**src/rtl/credit_link_ctrl.sv**
```systemverilog
module credit_link_ctrl #(
  parameter int CREDITS = 8,
  localparam int CW = $clog2(CREDITS + 1)
) (
  input  logic clk,
  input  logic rst_n,
  input  logic act_req,
  input  logic reset_pending,
  input  logic space_free,
  input  logic credit_ret,
  output logic act_ack,
  output logic deact_hint,
  output logic credit_gnt,
  output logic overflow_err
);

  typedef enum logic [1:0] {ST_STOP, ST_ARM, ST_RUN, ST_DRAIN} state_t;

  state_t        state, state_d;
  logic [CW-1:0] outst, outst_d;
  logic          ret_ok, free_ok;

  assign credit_gnt = (state == ST_RUN) && (outst < CW'(CREDITS)) && act_req && !reset_pending;
  assign ret_ok     = credit_ret && (outst != '0);
  assign free_ok    = space_free && (outst != CW'(ret_ok));
  assign outst_d    = outst + CW'(credit_gnt) - CW'(ret_ok) - CW'(free_ok);

  assign act_ack    = (state == ST_RUN) || ((state == ST_DRAIN) && (outst != '0));
  assign deact_hint = (state == ST_DRAIN);

  always_comb begin
    state_d = state;
    case (state)
      ST_STOP:  if (act_req && !reset_pending) state_d = ST_ARM;
      ST_ARM:   state_d = act_req ? ST_RUN : ST_STOP;
      ST_RUN:   if (reset_pending || !act_req) state_d = ST_DRAIN;
      ST_DRAIN: if ((outst == '0) && !act_req) state_d = ST_STOP;
      default:  state_d = ST_STOP;
    endcase
  end

  always_ff @(posedge clk or negedge rst_n) begin
    if (!rst_n) begin
      state        <= ST_STOP;
      outst        <= '0;
      overflow_err <= 1'b0;
    end else begin
      state        <= state_d;
      outst        <= outst_d;
      overflow_err <= credit_ret && (outst == '0);
    end
  end

endmodule

```
**config.mk**
```make
export PLATFORM = sky130hd
export DESIGN_NAME = credit_link_ctrl
export DESIGN_NICKNAME = d
export VERILOG_FILES = /design/src/rtl/credit_link_ctrl.sv
export SDC_FILE = /design/constraint.sdc
export NUM_CORES = 1
export LEC_CHECK = 0
export BUFFER_PORTS_ARGS = -buffer_cell sky130_fd_sc_hd__buf_2
export CORE_AREA = 2 2 39 41
export DETAILED_ROUTE_END_ITERATION = 7
export DIE_AREA = 0 0 41 43
export GPL_TIMING_DRIVEN = 0
export PLACE_DENSITY_LB_ADDON = 0.05
export SYNTH_ARGS = -nofsm -noshare
export SYNTH_HDL_FRONTEND = slang
export SYNTH_SLANG_ARGS = --single-unit
```
**constraint.sdc**
```tcl
create_clock -name clk -period 3.2 [get_ports clk]
set_input_delay 0 -clock clk [delete_from_list [all_inputs] [get_ports clk]]
set_output_delay 0 -clock clk [all_outputs]
set_load 0.05 [all_outputs]
```
# --- After elaboration in Yosys (flattened, before gate mapping) ---
# Cells that the tools add are included.
totals:
  reg_bits: 7
  inputBits: 6
  elab_cells: 36
  output_inout_bits: 4
op_classes:
  add_sub_neg: 3
  muxes: 5
  reduce_logical: 17
  order_cmp: 1
  eq_ne: 7
ops:
  columns: ["cell", "n"]
  rows:
  - ["$logic_and A1 B1 Y1", 9]
  - ["$mux W2", 4]
  - ["$pmux W2 S4", 1]
  - ["$sub A4 B1 Y4", 2]
  - ["$add A4 B1 Y4", 1]
  - ["$eq A2 B2 Y1 const B", 2]
  - ["$logic_not A4 Y1", 1]
  - ["$lt A4 B4 Y1 const B", 1]
  - ["$ne A2 B1 Y1 const B", 2]
  - ["$ne A4 B1 Y1", 1]
  - ["$reduce_bool A4 Y1", 1]
  - ["$reduce_and A3 Y1", 1]
  - ["$eq A2 B1 Y1 const B", 1]
  - ["$logic_not A1 Y1", 2]
  - ["$logic_not A2 Y1", 1]
  - ["$logic_or A1 B1 Y1", 2]
  - ["$ne A2 B2 Y1 const B", 1]

# --- Logic depth before layout (Yosys ltp) ---
# Gate-level depths: netlist of run 1.
logic_depth:
  word_depth: 7
  mapped_depth: 11
  mapped_depth_nobuf: 11

# --- Worst setup path after synthesis of run 1 ---
# No wires, ideal clock.
synth_path:
  path_kind: "register to register"
  from: "reg state[0]"
  to: "reg outst[3]"
  n_path_buf: 0
  required_time_ps: 3078
  setup_time_ps: 122
  stages_incl_launch_ff: 11
  arrival_ps: 2666
  path_slack_ps: 412
  cell_sequence: "dfrtp_1 nand2b_1 nor3_2 inv_2 fa_1 ha_1 inv_1 ha_1 inv_1 fa_1 xor2_1"
synth_between:
  elab_chain_cells: 7
synth_lines:
  columns: ["item", "line", "text"]
  rows:
  - ["start, declared", "19", "state_t state, state_d;"]
  - ["start signal, assigned", "48", "state <= state_d;"]
  - ["$eq A2 B2 Y1", "23", "assign credit_gnt = (state == ST_RUN) && (outst < CW'(CREDITS)) && act_req && !reset_pending;"]
  - ["$logic_and A1 B1 Y1 (3 in a row)", "23", null]
  - ["via credit_gnt", "13", "output logic credit_gnt,"]
  - ["$add A4 B1 Y4", "26", "assign outst_d = outst + CW'(credit_gnt) - CW'(ret_ok) - CW'(free_ok);"]
  - ["$sub A4 B1 Y4 (2 in a row)", "26", null]
  - ["via outst_d[3]", "20", "logic [CW-1:0] outst, outst_d;"]
  - ["end signal, assigned", "49", "outst <= outst_d;"]
  - ["end, declared", "20", null]
# The timed path passes the listed nets, and every way through them passes these cells.
# A chain may end at the register's enable or synchronous reset.

# --- Final worst setup path of run 1 ---
layout_path:
  from: "reg outst[2]"
  to: "reg outst[3]"
layout_between:
  elab_chain_cells: 7
  word_cells_on_any_way: 11
  cone_classes: "add/sub: 3; order compare: 1; eq/ne: 1; reduce/logical: 6"
layout_lines:
  columns: ["item", "line"]
  rows:
  - ["$lt A4 B4 Y1", "23"]
  - ["$logic_and A1 B1 Y1 (3 in a row)", "23"]
  - ["$add A4 B1 Y4", "26"]
  - ["$sub A4 B1 Y4", "26"]
  - ["$sub A4 B1 Y4 (*)", "26"]
  - ["via outst_d[3]", "20"]
# The timed path passes the listed nets; every way through them passes the cells marked *.

==> results of run 1 <==
## area by class of cell
type | instances | area share
multi-input cells | 21 | 0.3860
well taps | 16 | 0.03721
inverters | 9 | 0.06279
clock buffers | 4 | 0.04884
flip-flops and latches | 7 | 0.3256
repair buffers | 12 | 0.1395
## kinds of logic (layout without fill, tap and decap cells)
logic type | after synthesis | in the layout | synth area share
buffers and inverters | 9 | 25 | 0.08108
AND/OR/NAND/NOR | 8 | 8 | 0.1472
AO/OA/AOI/OAI | 5 | 5 | 0.09010
XOR/XNOR | 1 | 1 | 0.02102
adder cells (fa/ha/maj) | 6 | 6 | 0.2162
multiplexers | 1 | 1 | 0.02402
flip-flops | 7 | 7 | 0.4204
## through the flow
stage                     hold WS, ns  cells
final                          0.1090     69
after global routing           0.1272     69
after CTS                      0.1082     69
after detailed placement      -0.1543     62
after global placement        -0.1574     62
after floorplan               -0.2956     37
## power by group
part | switching, W | leakage (nW) | internal (W) | total [W]
Combinational | 0.000147 | 0.172 | 0.0000962 | 0.000243
Clock | 0.0000340 | 0.0150 | 0.0000477 | 0.0000816
Sequential | 0.0000357 | 0.0794 | 0.000130 | 0.000166
## how the worst max path moves through the flow
stage / from / end / depth (start not counted)
after floorplan: state[0]$_DFFE_PN0P_ / outst[3]$_DFF_PN0_ / 10
final: outst[2]$_DFF_PN0_ / outst[3]$_DFF_PN0_ / 11
after detailed placement: outst[2]$_DFF_PN0_ / outst[3]$_DFF_PN0_ / 11
after global placement: outst[2]$_DFF_PN0_ / outst[3]$_DFF_PN0_ / 11
after CTS: outst[2]$_DFF_PN0_ / outst[3]$_DFF_PN0_ / 11
after global routing: outst[2]$_DFF_PN0_ / outst[3]$_DFF_PN0_ / 11
## layer usage
metal | track usage | vias up | wire (um)
met5 | 0 | - | 0
li1 | - | 150 | -
met1 | 0.1093 | 142 | 288
met3 | 0.04712 | 4 | 66
met2 | 0.1500 | 11 | 356
met4 | 0.08000 | 0 | 23
## cells in the final DEF (no fill, tap or decap), types with 2 or more instances in the layout
master,Yosys,routed
buf_2,0,9
inv_1,8,8
dfrtp_1,7,7
ha_1,4,4
clkbuf_4,0,3
dlygate4sd3_1,0,3
nand2b_1,2,2
and2_1,2,2
fa_1,2,2
## critical path: stages (launching register included)
cell,delay (ns)
dfrtp_1,0.39
inv_1,0.06
ha_1,0.16
nor3b_2,0.23
and2b_1,0.23
fa_1,0.42
ha_1,0.27
inv_1,0.05
ha_1,0.13
inv_1,0.04
fa_1,0.37
xor2_1,0.17
## what timing repair did
item | CTS | global route
setup buffers | 0 | 0
hold buffers | 3 | 0
endpoints found under the setup margin | 0 | 0
hold endpoints to repair | 9 | 0
==> impl_metrics.csv, run 1 <==
group,metric,value,unit
finish,final_area,538.0,um^2
clock_network,clock_latency,0.25,ns
detailed_routing,drcViolationCount,0,
synthesis,yosys-top-cells-area,"dfrtp_1 (42%), ha_1 (12%), fa_1 (9.6%)",
clock_network,clk_pin_slew,0.05,ns
synthesis,yosysTopAreaCellShare,0.4204,
clock_network,cts_root_buf,"clkbuf_4",
synthesis,syn_inst,37,
detailed_routing,wire_per_inst,10.65,um
pwr,ir_drop,0.3425,mV
clock_network,cts_made_buffers,3,
floorplan,die_y,43,um
sta,report.final.hold_viol_count,0,
sta,period_minus_slack,2.652,ns
place,hpwl,612,um
pwr,power.density,912.4,nW/um^2
sta,max-slew-margin-rel,0.8107,
synthesis,syn_nets,49,
detailed_routing,drt_iter0_markers,1,
worst_hold_path,min_path_type,"input pin to async pin",
detailed_routing,ant_nets,0,
floorplan,rows,14,
setup_path,cp-end-kind,"flip-flop",
global_route,grt_pass1_vias,298,
clock_network,cts_buffer_depth,2,
sta,rsz0062_at_grt,"false",
synthesis,async_reset_ff_frac,1.000,
setup_path,start_kind,"flip-flop",
setup_path,reg2regPathDepth,11,
setup_path,reg2reg_to,"outst[3]$_DFF_PN0_",
setup_path,r2r_start,"outst[2]$_DFF_PN0_",
sta,fin_setup_tns,0,ns
sta,finalSetupViolCount,0,
global_route,antenna_found_initial,0,
floorplan,core-area,1384,um^2
pwr,p_total,0.0004909,W
floorplan,dieArea,1763,um^2
clock_network,cts_resized,0,
synthesis,synth_largest_area_cell,"dfrtp_1",
floorplan,start_util,0.3011,
setup_path,required,3.34,ns
synthesis,synth_most_common_cell,"inv_1",
global_route,grt_util_all_layers,0.1033,
detailed_routing,firstDrtPassIters,2,
synthesis,synth_area,416.7,um^2
synthesis,synth-edff-count,0,
sta,max_freq,377.1,MHz
pwr,p_leak,0.2666,nW
synthesis,synth.top_cells.by_count,"inv_1 (8), dfrtp_1 (7), ha_1 (4)",
synthesis,synth-main-ff-cell,"dfrtp_1",
job,cap_violations,0,
global_route,grt_pass1_wl,1.145,mm
finish,fill_cells,148,
finish,drive_gt1_frac,0.2830,
status,status,"complete, no violations",
place,pre_cts_ws,0.5220,ns
setup_path,critical_path_arrival,2.79,ns
finish,regArea,175.2,um^2
finish,antennaDiodeCount,0,
place,port_buffers,9,
sta,slew_violations,0,
floorplan,die_w,41,um
setup_path,r2r_slack,0.55,ns
finish,fin_nets,66,
sta,setup_ws,0.5480,ns
sta,skew,0.002869,ns
place,placed_area,481.7,um^2
finish,multiInputGateArea,207.7,um^2
finish,utilization,0.3888,
clock_network,cts_max_level,1,
sta,finalCritPeriodShare,0.8287,
place,routabilityCongestion,0.6215,
detailed_routing,num_vias,307,
synthesis,ys_seq_elements,7,
finish,area_growth,29.13,%
clock_network,cts.sinks,7,
sta,tightest_slew,0.2803,ns
detailed_routing,wl,735,um
detailed_routing,via_per_inst,4.449,
setup_path,worstPathMaxFanout,3,
floorplan,io_pins,10,
synthesis,post_synth.cell_area_avg,11.26,um^2
setup_path,worst-setup-path-type,"flip-flop to flip-flop",
synthesis,yosys_warnings,0,
global_route,grt_max_degree,8,
global_route,overflow,0,
clock_network,cts_tree,"done",
synthesis,ys_seq_area_frac,0.4204,
synthesis,synth.distinct_cells,18,
Note: power is estimated with default switching activity, not from simulation.
==> inputs of run 2 (changes only) <==
==> constraint.sdc (replaced) <==
create_clock -name clk -period 2.17 [get_ports clk]
set_input_delay 0 -clock clk [delete_from_list [all_inputs] [get_ports clk]]
set_output_delay 0 -clock clk [all_outputs]
set_load 0.05 [all_outputs]
==> run 2 against run 1 <==
Compared with the run above:
- the flow now finishes with violations (negative setup slack)
- utilization rose by 7.1 points
- register-to-register slack got worse by 0.83 ns
- combinational power rose by 120%
- clock power is 46% higher
- first-iteration DRC count is the same
- design area is 18% higher
- hold slack worse by 0.0058 ns
==> impl_metrics.csv, run 2 (synthesis gave the netlist of run 1 again) <==
group,metric,value,unit
place,routabilityCongestion,0.6085,
setup_path,critical_path_arrival,2.64,ns
setup_path,cp-end-kind,"flip-flop",
floorplan,io_pins,10,
sta,skew,0.006754,ns
finish,fill_cells,134,
place,placedCellCount,62,
global_route,grt_max_degree,8,
clock_network,cts_tree,"done",
finish,utilization,0.4593,
clock_network,clk_pin_slew,0.05,ns
pwr,p_total,0.0009191,W
floorplan,core-area,1384,um^2
finish,final_common_cell,"buf_2",
detailed_routing,drt_iter0_markers,1,
sta,period_minus_slack,2.449,ns
floorplan,die_y,43,um
clock_network,clock_latency,0.25,ns
status,violations,"negative setup slack",
detailed_routing,via_per_inst,4.370,
sta,finalCritPeriodShare,1.128,
detailed_routing,ant_nets,0,
finish,instances_no_fill,73,
sta,tightest_slew,0.2808,ns
global_route,overflow,0,
clock_network,cts_made_buffers,3,
setup_path,r2r_start,"outst[2]$_DFF_PN0_",
finish,fin_nets,70,
setup_path,r2r_slack,-0.28,ns
job,cap_violations,0,
sta,rsz0062_at_grt,"true",
detailed_routing,wl,837,um
detailed_routing,wire_per_inst,11.47,um
global_route,antenna_found_initial,0,
global_route,grt_util_all_layers,0.1358,
setup_path,worstPathMaxFanout,2,
pwr,power.density,1446,nW/um^2
place,port_buffers,9,
detailed_routing,firstDrtPassIters,2,
sta,slew_violations,0,
sta,setup_ws,-0.2785,ns
sta,hold_ws,0.1033,ns
place,placed_area,515.5,um^2
global_route,grt_pass1_wl,1.469,mm
setup_path,worst-setup-path-type,"flip-flop to flip-flop",
place,hpwl,660.3,um
status,status,"finished with violations",
worst_hold_path,min_path_type,"input pin to async pin",
global_route,grt_pass1_vias,344,
setup_path,setup.worst_path.start,"outst[2]$_DFF_PN0_",
finish,regArea,175.2,um^2
floorplan,start_util,0.3011,
floorplan,dieArea,1763,um^2
setup_path,reg2regPathDepth,11,
floorplan,die_w,41,um
finish,final_area,635.6,um^2
setup_path,cp-endpoint,"outst[2]$_DFF_PN0_",
finish,multiInputGateArea,272.8,um^2
sta,finalSetupViolCount,2,
setup_path,reg2reg_to,"outst[2]$_DFF_PN0_",
detailed_routing,num_vias,319,
clock_network,cts_buffer_depth,2,
setup_path,start_kind,"flip-flop",
floorplan,rows,14,
pwr,ir_drop,0.6357,mV
sta,max_freq,408.4,MHz
finish,drive_gt1_frac,0.5439,
pwr,p_leak,0.3015,nW
clock_network,cts.sinks,7,
clock_network,cts_max_level,1,
sta,report.final.hold_viol_count,0,
finish,antennaDiodeCount,0,
finish,area_growth,52.55,%
detailed_routing,drcViolationCount,0,
clock_network,cts_root_buf,"clkbuf_4",
setup_path,required,2.36,ns
sta,max-slew-margin-rel,0.8103,
finish,layout_common_cells,"buf_2 (9), dfrtp_1 (7), inv_2 (5), buf_4 (4)",
-- run 2: cell types whose count changed in the layout (fill, tap and decap cells not counted), sizes merged --
cell,delta
buf,+4
-- run 2: final cells by class --
cell class / instances / area share
clock buffers: 4 / 0.04134
inverters: 9 / 0.05709
multi-input cells: 21 / 0.4291
flip-flops and latches: 7 / 0.2756
well taps: 16 / 0.03150
repair buffers: 16 / 0.1654
-- run 2: per-stage QoR --
step,TNS [ns],worst slack (ns)
after floorplan,-0.7852,-0.3935
after global placement,-0.9245,-0.4517
after detailed placement,-0.9356,-0.4615
after CTS,-0.5082,-0.2902
after global routing,-0.7092,-0.3936
final,-0.4824,-0.2785
-- run 2: worst min-delay path by stage --
stage                     startpoint                endpoint  cells after the start
final                          rst_n  overflow_err$_DFF_PN0_                      2
after global routing           rst_n  overflow_err$_DFF_PN0_                      2
after CTS                      rst_n  overflow_err$_DFF_PN0_                      2
after detailed placement       rst_n  overflow_err$_DFF_PN0_                      1
after global placement         rst_n               async pin                      1
after floorplan                rst_n               async pin                      0
-- run 2: power by group --
group | internal (W) | switching, W | leakage [nW] | total [W]
logic | 0.000258 | 0.000285 | 0.207 | 0.000543
clock network | 0.0000702 | 0.0000488 | 0.0150 | 0.000119
registers | 0.000192 | 0.0000650 | 0.0794 | 0.000257
total | 0.000520 | 0.000399 | 0.302 | 0.000919
-- run 2: what timing repair did --
action / in CTS / in global routing
endpoints found under the hold margin: 9 / 0
setup endpoints to repair: 3 / 2
buffers inserted: 3 / 1
gates cloned: 0 / 0
resized for setup: 9 / 2
pin swaps: 3 / 1
hold buffers: 3 / 0
-- run 2: routing by layer --
metal  up-vias  part of all wire  global-route usage
li1        158                 -                   -
met1       151              0.35              0.1424
met2        10              0.55              0.2094
met3         0             0.097             0.07853
met4         0                 0             0.06000
met5         -                 0                   0
-- run 2: worst max-delay path, stage by stage, from the launching register on --
cell     delay (ns)
dfrtp_1        0.37
inv_1          0.06
ha_2           0.18
nor3b_4        0.18
and2b_1        0.21
fa_2           0.53
inv_2          0.04
ha_4           0.15
ha_4           0.15
inv_2          0.05
fa_2           0.42
inv_2          0.05
